## src/rtl/ldh_pkg.sv

```systemverilog
package ldh_pkg;
  localparam int unsigned NUM_TYPES = 24;
  localparam int unsigned PAT_W     = 9;
  localparam int unsigned CNT_W     = 16;

  // type 0 -> 9'b000111111, remaining entries distinct by construction
  function automatic logic [NUM_TYPES*PAT_W-1:0] default_table();
    logic [NUM_TYPES*PAT_W-1:0] tbl;
    tbl = '0;
    for (int t = 0; t < NUM_TYPES; t++) begin
      tbl[t*PAT_W +: PAT_W] = 9'h03F ^ PAT_W'(t * 19);
    end
    return tbl;
  endfunction
endpackage

```

## src/rtl/ldh_lut.sv

```systemverilog
module ldh_lut #(
  parameter int unsigned N_TYPES = ldh_pkg::NUM_TYPES,
  parameter int unsigned PAT_W   = ldh_pkg::PAT_W,
  parameter logic [N_TYPES*PAT_W-1:0] DIR_TABLE = ldh_pkg::default_table()
) (
  input  logic [PAT_W-1:0]   pat_i,
  output logic [N_TYPES-1:0] inc_o
);
  for (genvar t = 0; t < N_TYPES; t++) begin : g_cmp
    assign inc_o[t] = (pat_i == DIR_TABLE[t*PAT_W +: PAT_W]);
  end
endmodule

```

## src/rtl/ldh_cnt_bank.sv

```systemverilog
module ldh_cnt_bank #(
  parameter int unsigned N_TYPES = ldh_pkg::NUM_TYPES,
  parameter int unsigned CNT_W   = ldh_pkg::CNT_W
) (
  input  logic                            clk_i,
  input  logic                            rst_ni,
  input  logic                            clr_i,
  input  logic [N_TYPES-1:0]              inc_i,
  output logic [N_TYPES-1:0][CNT_W-1:0]   cnt_o
);
  localparam logic [CNT_W-1:0] CNT_MAX = '1;

  for (genvar t = 0; t < N_TYPES; t++) begin : g_cnt
    logic [CNT_W-1:0] cnt_q;
    always_ff @(posedge clk_i or negedge rst_ni) begin
      if (!rst_ni) begin
        cnt_q <= '0;
      end else if (clr_i) begin
        cnt_q <= CNT_W'(inc_i[t]);
      end else if (inc_i[t] && cnt_q != CNT_MAX) begin
        cnt_q <= cnt_q + 1'b1;
      end
    end
    assign cnt_o[t] = cnt_q;
  end
endmodule

```

## src/rtl/ldh_argmax.sv

```systemverilog
module ldh_argmax #(
  parameter int unsigned N_TYPES = ldh_pkg::NUM_TYPES,
  parameter int unsigned CNT_W   = ldh_pkg::CNT_W,
  localparam int unsigned IDX_W  = $clog2(N_TYPES)
) (
  input  logic                          clk_i,
  input  logic                          rst_ni,
  input  logic                          start_i,
  input  logic [N_TYPES-1:0][CNT_W-1:0] cnt_i,
  output logic                          busy_o,
  output logic                          done_o,
  output logic [IDX_W-1:0]              idx_o,
  output logic [CNT_W-1:0]              max_o
);
  localparam logic [IDX_W-1:0] LAST = IDX_W'(N_TYPES - 1);

  logic             busy_q, done_q;
  logic [IDX_W-1:0] ptr_q, best_idx_q, idx_q;
  logic [CNT_W-1:0] best_q, max_q;
  logic [CNT_W-1:0] cur;
  logic             take;
  logic [IDX_W-1:0] nxt_idx;
  logic [CNT_W-1:0] nxt_best;

  always_comb begin
    cur      = cnt_i[ptr_q];
    take     = cur > best_q;  // strict: lowest index keeps a tie
    nxt_idx  = take ? ptr_q : best_idx_q;
    nxt_best = take ? cur : best_q;
  end

  always_ff @(posedge clk_i or negedge rst_ni) begin
    if (!rst_ni) begin
      busy_q     <= 1'b0;
      done_q     <= 1'b0;
      ptr_q      <= '0;
      best_idx_q <= '0;
      best_q     <= '0;
      idx_q      <= '0;
      max_q      <= '0;
    end else begin
      done_q <= 1'b0;
      if (!busy_q) begin
        if (start_i) begin
          busy_q     <= 1'b1;
          ptr_q      <= '0;
          best_idx_q <= '0;
          best_q     <= '0;
        end
      end else begin
        best_idx_q <= nxt_idx;
        best_q     <= nxt_best;
        if (ptr_q == LAST) begin
          busy_q <= 1'b0;
          done_q <= 1'b1;
          idx_q  <= nxt_idx;
          max_q  <= nxt_best;
        end else begin
          ptr_q <= ptr_q + 1'b1;
        end
      end
    end
  end

  assign busy_o = busy_q;
  assign done_o = done_q;
  assign idx_o  = idx_q;
  assign max_o  = max_q;
endmodule

```

## src/rtl/line_dir_hist.sv

```systemverilog
module line_dir_hist #(
  parameter int unsigned N_TYPES = ldh_pkg::NUM_TYPES,
  parameter int unsigned PAT_W   = ldh_pkg::PAT_W,
  parameter int unsigned CNT_W   = ldh_pkg::CNT_W,
  parameter logic [N_TYPES*PAT_W-1:0] DIR_TABLE = ldh_pkg::default_table(),
  localparam int unsigned IDX_W  = $clog2(N_TYPES)
) (
  input  logic             clk_i,
  input  logic             rst_ni,
  input  logic             win_valid_i,
  input  logic [PAT_W-1:0] win_pat_i,
  input  logic             frame_start_i,
  input  logic             frame_end_i,
  output logic [IDX_W-1:0] dom_type_o,
  output logic [CNT_W-1:0] dom_count_o,
  output logic             done_o
);
  logic [N_TYPES-1:0]            lut_inc, cnt_inc;
  logic [N_TYPES-1:0][CNT_W-1:0] cnt;
  logic                          scan_busy;

  ldh_lut #(.N_TYPES(N_TYPES), .PAT_W(PAT_W), .DIR_TABLE(DIR_TABLE)) u_lut (
    .pat_i (win_pat_i),
    .inc_o (lut_inc)
  );

  assign cnt_inc = lut_inc & {N_TYPES{win_valid_i}};

  ldh_cnt_bank #(.N_TYPES(N_TYPES), .CNT_W(CNT_W)) u_bank (
    .clk_i  (clk_i),
    .rst_ni (rst_ni),
    .clr_i  (frame_start_i),
    .inc_i  (cnt_inc),
    .cnt_o  (cnt)
  );

  ldh_argmax #(.N_TYPES(N_TYPES), .CNT_W(CNT_W)) u_scan (
    .clk_i   (clk_i),
    .rst_ni  (rst_ni),
    .start_i (frame_end_i),
    .cnt_i   (cnt),
    .busy_o  (scan_busy),
    .done_o  (done_o),
    .idx_o   (dom_type_o),
    .max_o   (dom_count_o)
  );
endmodule

```

## config.mk

```make
export PLATFORM = sky130hd
export DESIGN_NAME = line_dir_hist
export DESIGN_NICKNAME = d
export VERILOG_FILES = /design/src/rtl/ldh_pkg.sv /design/src/rtl/ldh_lut.sv /design/src/rtl/ldh_cnt_bank.sv /design/src/rtl/ldh_argmax.sv /design/src/rtl/line_dir_hist.sv
export SDC_FILE = /design/constraint.sdc
export NUM_CORES = 1
export LEC_CHECK = 0
export CAP_MARGIN = 20
export CORE_MARGIN = 3
export CORE_UTILIZATION = 60
export CTS_BUF_LIST = sky130_fd_sc_hd__clkbuf_16
export CTS_CLUSTER_SIZE = 20
export DETAILED_ROUTE_END_ITERATION = 16
export DONT_BUFFER_PORTS = 1
export PLACE_DENSITY = 0.79
export REMOVE_ABC_BUFFERS = 1
export SYNTH_ARGS = -nofsm -noshare
export SYNTH_HDL_FRONTEND = slang
export SYNTH_SLANG_ARGS = --single-unit
```

## constraint.sdc

```tcl
create_clock -name clk_i -period 4.9 [get_ports clk_i]
set_input_delay 0.245 -clock clk_i [delete_from_list [all_inputs] [get_ports clk_i]]
set_output_delay 0.245 -clock clk_i [all_outputs]
set_load 0.01 [all_outputs]
```

# == After elaboration in Yosys (flattened, before gate mapping) ==
# Cells that the tools add are included.
# totals
out_inout_bits,22
register_bits,433
elab_cells,223
input_bits,14
# classes
n_mux,63
bitwise,1
n_addsub,25
n_eq_ne,50
n_lt_le_gt_ge,2
n_reduce_logical,51
# ops
op,n
$mux W16,52
$add A16 B1 Y16 const B,24
$ne A16 B16 Y1 const B,24
$eq A9 B9 Y1 const B,10
$bmux W16 S5,1
$eq A9 B8 Y1 const B,7
$reduce_bool A2 Y1,25
$eq A9 B7 Y1 const B,3
$mux W5,5
$and A24 B24 Y24,1
$logic_and A1 B1 Y1,24
$eq A9 B6 Y1 const B,2
$gt A16 B16 Y1,1
$eq A9 B3 Y1 const B,1
$eq A9 B5 Y1 const B,1
$lt A5 B6 Y1 const B,1
$add A5 B1 Y5 const B,1
$eq A5 B5 Y1 const B,1
$mux W1,5
$reduce_and A2 Y1,2
$ne A2 B2 Y1 const B,1

# == Logic depth before layout (Yosys ltp) ==
# Gate-level depths: netlist (run 1).
# depth
word_depth,5
mapped_depth,17
depth_no_buf,11

# == Hierarchy ==
# From an unflattened synthesis (run 1), not the netlist that was laid out.
# unflattened
hier_cells,2850
hier_area_um2,26915.8
# modules_own_cells
mod,seq_area_each_um2,cells_per_inst,area_per_inst_um2,instances
ldh_cnt_bank,9609.2,2181,20568.5,1
ldh_argmax,1226.2,598,5843.1,1
ldh_lut,0.0,45,309.0,1
line_dir_hist,0.0,26,195.2,1

# == Worst setup path after synthesis (run 1) ==
# OpenSTA, ideal clock, no wires.
# synth_timing
kind,flip-flop to flip-flop
from,register u_scan.ptr_q[0]
to,register u_scan.max_q[10] (netlist: u_scan.max_o[10])
setup_ps,133
period_less_slack_ps,3689
n_path_buf,4
path_slack_ps,1211
arrival_ps,3556
required_ps,4767
path_stages_with_launch,15
cell_sequence,dfrtp_1 buf_2 buf_4 buf_2 mux4_2 o211ai_1 nand3_1 ha_1 nand2_1 o21a_1 o221a_2 a21oi_1 clkbuf_1 mux2i_1 o21ai_0
# synth_between
elab_chain_cells,4
elab_cells_between_ends,6
classes_between,order compare (1); eq/ne (1); mux (3); reduce/logical (1)
# synth_lines
element,line,text
"start, declared",ldh_argmax.sv:18,"logic [IDX_W-1:0] ptr_q, best_idx_q, idx_q;"
"start signal, assigned",ldh_argmax.sv:59,ptr_q <= ptr_q + 1'b1;
$bmux W16 S5,ldh_argmax.sv:26,cur = cnt_i[ptr_q];
$mux W16 (not written as such),ldh_argmax.sv:26,
$gt A16 B16 Y1,ldh_argmax.sv:27,take = cur > best_q;
$mux W16,ldh_argmax.sv:29,nxt_best = take ? cur : best_q;
"end signal, assigned",ldh_argmax.sv:57,max_q <= nxt_best;
"end, declared",ldh_argmax.sv:19,"logic [CNT_W-1:0] best_q, max_q;"
# Several ways; a longest one is shown, not always the timed one. The select of a mux whose other input is x is not followed.
# A chain may end at the register's enable or synchronous reset.

# == Worst setup path after layout (run 1) ==
# layout_timing
from,register u_scan.ptr_q[0]
to,register u_scan.max_q[7] (netlist: u_scan.max_o[7])
# The elaborated chain is that of the path after synthesis.

==> flow_summary.ini, run 1 <==
[floorplan]
core_area_sq_um = 42200
die-area_sq_um = 45500
start_util_pct = 61.0
die_h_um = 213
io_pins = 36
die_x_um = 213
placementRows = 75

[outcome]
violations = hold timing, slew limit
status = finished, violations left

[finish]
syn2layout_area_growth_pct = 11.7
fillerInstances = 3109
layout-drive-gt1-share_pct = 5.24
nets = 2922

[route]
via_count = 22573
drc = 0
ant_nets = 0
drt-vias-per-instance = 6.56
drt_wl_total_mm = 75.0
initialDrtViolationCount = 3096
wl_per_cell_um = 21.8
dr.pass1.iters = 6

[setup_path]
reg2reg_depth = 14
timing.rr.end = u_scan.max_o[7]
r2r_setup_slack_ns = 0.70
critPathKind = reg2reg
startpoint_type = flop
cp_data_arrival_time_ns = 4.65
timing.rr.start = u_scan.ptr_q[0]
end_kind = flop
worstPathRequired_ns = 5.34
cp_max_fo = 31

[timing]
layout_min_cycle_time_ns = 4.20
setup_violations = 0
hold_violations = 433
fmax_mhz = 238
timing.final.ws_setup_ns = 0.697
slew_viol_final = 64
post-route-period-util_pct = 85.8
rsz0062_at_grt = no
tightestPinTransition_ns = 1.56
whs_ns = -0.615
max_slew_margin_pct = -4.33
skew_ns = 0.0118

[placement]
dp_hpwl_mm = 50.5
gp_congestion = 0.981
pre_cts_slack_ns = 0.780
io_buffers = 0

[cts]
cts_tree = yes
cts_buffers = 47
clock_sinks = 433
cts_hold_buf = 120
clk_pin_slew_ns = 0.06
root_buffer = clkbuf_16
clockBufferDepth = 3
cts_resized = 0
clock_latency_ns = 0.59
postCtsSetupBuffers = 0
htreeDepth = 2

[logic_synthesis]
yosysWarnings = 0
synth_ff_type = dfrtp_1
async_flop_share_pct = 100
yosys.area.top_type = dfrtp_1
synth_area_leaders = dfrtp_1 42%, mux2i_1 6.8%, nor2_1 5.5%
synth_enable_flop_cells = 0
yosysTopAreaCellShare_pct = 42.0
yosysSeqAreaShare_pct = 42.0
synth_most_common_cell = dfrtp_1
synthDistinctLibCells = 69
syn_area_per_cell_sq_um = 9.20
synth_commonest_cells = 433 x dfrtp_1, 381 x nor2_1, 226 x nand2_1
syn_area_sq_um = 25800
syn-instance-count = 2801
ys_ff_latch = 433

[hold_path]
holdCritPathClass = in2async

[pwr]
power_switching_mw = 3.91
p_leak_nw = 12.3
intPower_mw = 7.03
swShare_pct = 35.8
pwr_density_cell_nw_per_um2 = 380
combPwrFrac_pct = 32.8
power_frac_seq_pct = 36.4
clockPowerShare_pct = 30.8
peakVddDrop_v = 0.000855

[grt]
grt_pass1_wl_mm = 119
grt.total_usage_pct = 33.1
grt_max_degree = 434
grt_pass1_vias = 21633
antenna_found_initial = 4
overflow = 0

[run]
maxCapViolations = 0
==> how the worst max path moves through the flow <==
stage / start / endpoint / slack, ns / cells after the start
after CTS: u_scan.ptr_q[0] / u_scan.max_o[9] / 0.77 / 14
final: u_scan.ptr_q[0] / u_scan.max_o[7] / 0.70 / 14
after detailed placement: u_scan.ptr_q[0] / u_scan.max_o[9] / 0.78 / 14
after global routing: u_scan.ptr_q[0] / u_scan.max_o[4] / 0.47 / 14
after global placement: u_scan.ptr_q[0] / u_scan.max_o[0] / 0.85 / 14
after floorplan: u_scan.ptr_q[0] / u_scan.best_idx_q[0] / -4.84 / 10
==> metrics by stage <==
| step | util, % | instances | cell area (sq um) | setup TNS, ns | power, mW |
|---|---|---|---|---|---|
| after floorplan | - | 2673 | 25200 | -207.75 | 6.59 |
| after global placement | 62.0 | 3237 | 26200 | 0 | 7.42 |
| after detailed placement | 62.0 | 3237 | 26200 | 0 | 7.50 |
| after CTS | 68.2 | 3440 | 28800 | 0 | 10.9 |
| after global routing | 68.2 | 3440 | 28800 | 0 | 11.4 |
| final | 68.2 | 3441 | 28800 | 0 | 10.9 |
==> power by group through the flow <==
| stage | registers (mW) | logic, mW | clock network, mW |
|---|---|---|---|
| finish | 3.98 | 3.59 | 3.37 |
| detailed placement | 4.04 | 3.47 | 0 |
| global route | 3.99 | 3.87 | 3.57 |
| global placement | 4.03 | 3.39 | 0 |
| CTS | 3.97 | 3.52 | 3.40 |
| floorplan | 4.24 | 2.35 | 0 |
==> layout make-up <==
class | instances | area (sq um) | share of cell area, %
Antenna cell | 1 | 2.50 | 0.00869
Clock buffer | 49 | 1230 | 4.26
Clock inverter | 34 | 196 | 0.682
Inverter | 68 | 255 | 0.886
Multi-Input combinational cell | 2172 | 14200 | 49.2
Sequential cell | 433 | 10800 | 37.6
Tap cell | 539 | 674 | 2.34
Timing Repair Buffer | 145 | 1430 | 4.97
==> kinds of logic (layout without fill, tap and decap cells) <==
group	count (synthesis)	count (layout)	share of synthesized area [%]
mux	212	212	9.80
simple gates	1285	1285	25.1
flops	433	433	42.0
buf+inv	196	296	3.05
other cells	0	1	0
fa+ha+maj	41	41	1.99
compound gates	377	377	9.32
xor+xnor	257	257	8.73
==> cells in the final DEF (no fill, tap or decap), types with 26 or more instances in the layout <==
cell type and n:
a21oi_1 110, dfrtp_1 432, nand2_1 226, mux4_2 32
nand4_1 104, nand3_1 200, mux2i_1 176, inv_1 82
clkbuf_16 49, or3_1 58, xnor2_1 108, xor2_1 149
and3_1 77, nand2b_1 26, o21ai_0 106, nor4_1 27
a22oi_1 49, ha_1 41, dlygate4sd3_1 119, nor3_1 72
o211ai_1 32, and4_1 37, nor2_1 380
==> layer usage <==
layer | share of wire [%] | track usage (%) | up-vias | wire (um)
met5 | 0.097 | 0 | - | 73
met4 | 4.4 | 13.2 | 8 | 3310
met3 | 10 | 9.21 | 227 | 7860
met2 | 46 | 52.1 | 1095 | 34300
met1 | 39 | 43.8 | 11044 | 29500
li1 | - | - | 10199 | -
==> critical path, stage by stage, from the launching register on <==
cell	delay [ns]
dfrtp_4	0.65
buf_12	0.30
buf_4	0.40
mux2i_1	0.36
a22oi_1	0.21
nand3_1	0.12
nand3_1	0.19
ha_1	0.36
nand4_1	0.10
nor3_1	0.24
a22oi_1	0.21
a21oi_2	0.17
buf_4	0.36
mux2i_1	0.23
o21ai_0	0.11
==> registers in the layout, summed over array words and instances, names as in the netlist <==
register	flops
u_scan.busy_o	1
u_bank.g_cnt.cnt_q	384
u_scan.done_o	1
u_scan.max_o	16
u_scan.ptr_q	5
u_scan.best_idx_q	5
u_scan.best_q	16
u_scan.idx_o	5
(Power assumes the default switching activity.)
==> run 2: changes to the inputs <==
- PLACE_DENSITY: 0.79 -> 0.83
==> run 2 against run 1 <==
Effect of this change:
- non-clock buffer count down 1
- largest power group unchanged
- largest cell class unchanged
- highest routed layer unchanged
- sequential share of layout area decreased by 0.082 points
- the flow still finishes with violations (hold timing, slew limit)
- global-route usage up 0.76 points
==> flow_summary.ini, run 2 (synthesis gave the netlist of run 1 again) <==
[pwr]
power_switching_mw = 3.94
swShare_pct = 35.5
intPower_mw = 7.17
clockPowerShare_pct = 31.4
power_frac_seq_pct = 35.8
combPwrFrac_pct = 32.8
pwr_density_cell_nw_per_um2 = 385
p_leak_nw = 12.3
peakVddDrop_v = 0.000492
power.total_mw = 11.1

[floorplan]
io_pins = 36
core_area_sq_um = 42200
die_h_um = 213
placementRows = 75
die-area_sq_um = 45500
start_util_pct = 61.0
die_x_um = 213

[timing]
skew_ns = 0.0185
rsz0062_at_grt = no
fmax_mhz = 235
slew_viol_final = 115
post-route-period-util_pct = 87.0
layout_min_cycle_time_ns = 4.26
hold_violations = 433
whs_ns = -0.646
tightestPinTransition_ns = 1.66
max_slew_margin_pct = -10.5
setup_violations = 0

[placement]
place_inst = 3235
io_buffers = 0
dpl_cell_area_sq_um = 26200
dp_hpwl_mm = 51.8
gp_congestion = 1.02

[cts]
htreeDepth = 2
clock_sinks = 433
root_buffer = clkbuf_16
clk_pin_slew_ns = 0.06
postCtsSetupBuffers = 0
clockBufferDepth = 3
cts_tree = yes
cts_buffers = 47
cts_resized = 0
cts_hold_buf = 120
clock_latency_ns = 0.59

[setup_path]
end_kind = flop
cp_num_buf_inv = 2
cp_max_fo = 12
startpoint_type = flop
worstPathRequired_ns = 5.34
cp_slowest_cell = nor2b_2
cp_data_arrival_time_ns = 4.70
path_delay_family = simple AND/OR/NAND/NOR gates
max_stage_delay_ns = 0.65
path_cells = nor2b_2, buf_4, a22oi_1, nand3_1, nand3_1, ha_1, nand4_1, nor3_1, a22oi_1, a21oi_2, buf_4, mux2i_1, o21ai_0
critPathKind = reg2reg

[finish]
final_common_cell = dfrtp_1
layout_common_cells = 432 x dfrtp_1, 380 x nor2_1, 226 x nand2_1
largest_reg_flops = 384
fillerInstances = 3089
layout-drive-gt1-share_pct = 5.31
layoutNonFillerInstCount = 3444
nets = 2921
regMostFlops = u_bank.g_cnt.cnt_q
design_area_sq_um = 28900
syn2layout_area_growth_pct = 12.0

[route]
initialDrtViolationCount = 3107
drt-vias-per-instance = 6.58
wl_per_cell_um = 22.3
ant_nets = 0
drc = 0
drt_wl_total_mm = 76.9
via_count = 22653
dr.pass1.iters = 6

[outcome]
status = finished, violations left
violations = hold timing, slew limit

[grt]
grt.total_usage_pct = 33.9
grt_max_degree = 434
overflow = 0
grt_pass1_vias = 22167
antenna_found_initial = 3
grt_pass1_wl_mm = 122

[run]
maxCapViolations = 0

[hold_path]
holdCritPathClass = in2async
[run 2: final timing paths]
kind	from	end	slack (ns)	depth (start not counted)
max in group asynchronous	rst_ni	u_scan.ptr_q[0]	4.00	0
min in group clk_i	win_pat_i[0]	u_bank.g_cnt[15].cnt_q[12]	0.02	3
hold / removal	rst_ni	u_bank.g_cnt[18].cnt_q[8]	-0.65	0
setup reg to reg	u_scan.ptr_q[1]	u_scan.idx_o[1]	0.64	13
hold reg to reg	u_scan.best_idx_q[1]	u_scan.best_idx_q[1]	0.53	2
setup / recovery	u_scan.ptr_q[1]	u_scan.idx_o[1]	0.64	13
[run 2: per-stage QoR]
| stage | worst slack [ns] | utilization [%] | TNS (ns) |
|---|---|---|---|
| floorplan | -4.84 | - | -207.75 |
| global placement | 0.873 | 62.0 | 0 |
| detailed placement | 0.823 | 62.0 | 0 |
| CTS | 0.804 | 68.3 | 0 |
| global route | 0.417 | 68.3 | 0 |
| finish | 0.639 | 68.4 | 0 |
[run 2: worst reg2reg max path, stage by stage (launching register included)]
cell	delay (ns)
dfrtp_1	0.60
nor2b_2	0.65
buf_4	0.30
a22oi_1	0.12
nand3_1	0.23
nand3_1	0.25
ha_1	0.38
nand4_1	0.13
nor3_1	0.25
a22oi_1	0.20
a21oi_2	0.46
buf_4	0.26
mux2i_1	0.18
o21ai_0	0.11
[run 2: metal layers]
| metal | global-route usage [%] | part of all wire, % | up-vias |
|---|---|---|---|
| met4 | 17.0 | 5.5 | 2 |
| met5 | 0 | 0.014 | - |
| met2 | 52.6 | 45 | 1210 |
| met1 | 44.1 | 38 | 10973 |
| li1 | - | - | 10172 |
| met3 | 9.29 | 11 | 296 |
[run 2: layout make-up]
cell class	instances	area (sq um)	share of cell area (%)
antenna	3	7.51	0.0260
clock buffer	47	1180	4.07
clock inverter	38	302	1.04
inverter	68	255	0.884
multi-input combinational	2172	14200	49.1
sequential	433	10800	37.5
tap	539	674	2.34
timing repair buffer	144	1430	4.97
[run 2: power groups by stage]
stage	Sequential, mW	Combinational (mW)	Clock [mW]
after floorplan	4.24	2.35	0
after global placement	4.03	3.42	0
after detailed placement	4.03	3.48	0
after CTS	3.97	3.56	3.51
after global routing	3.99	3.91	3.68
final	3.98	3.65	3.49
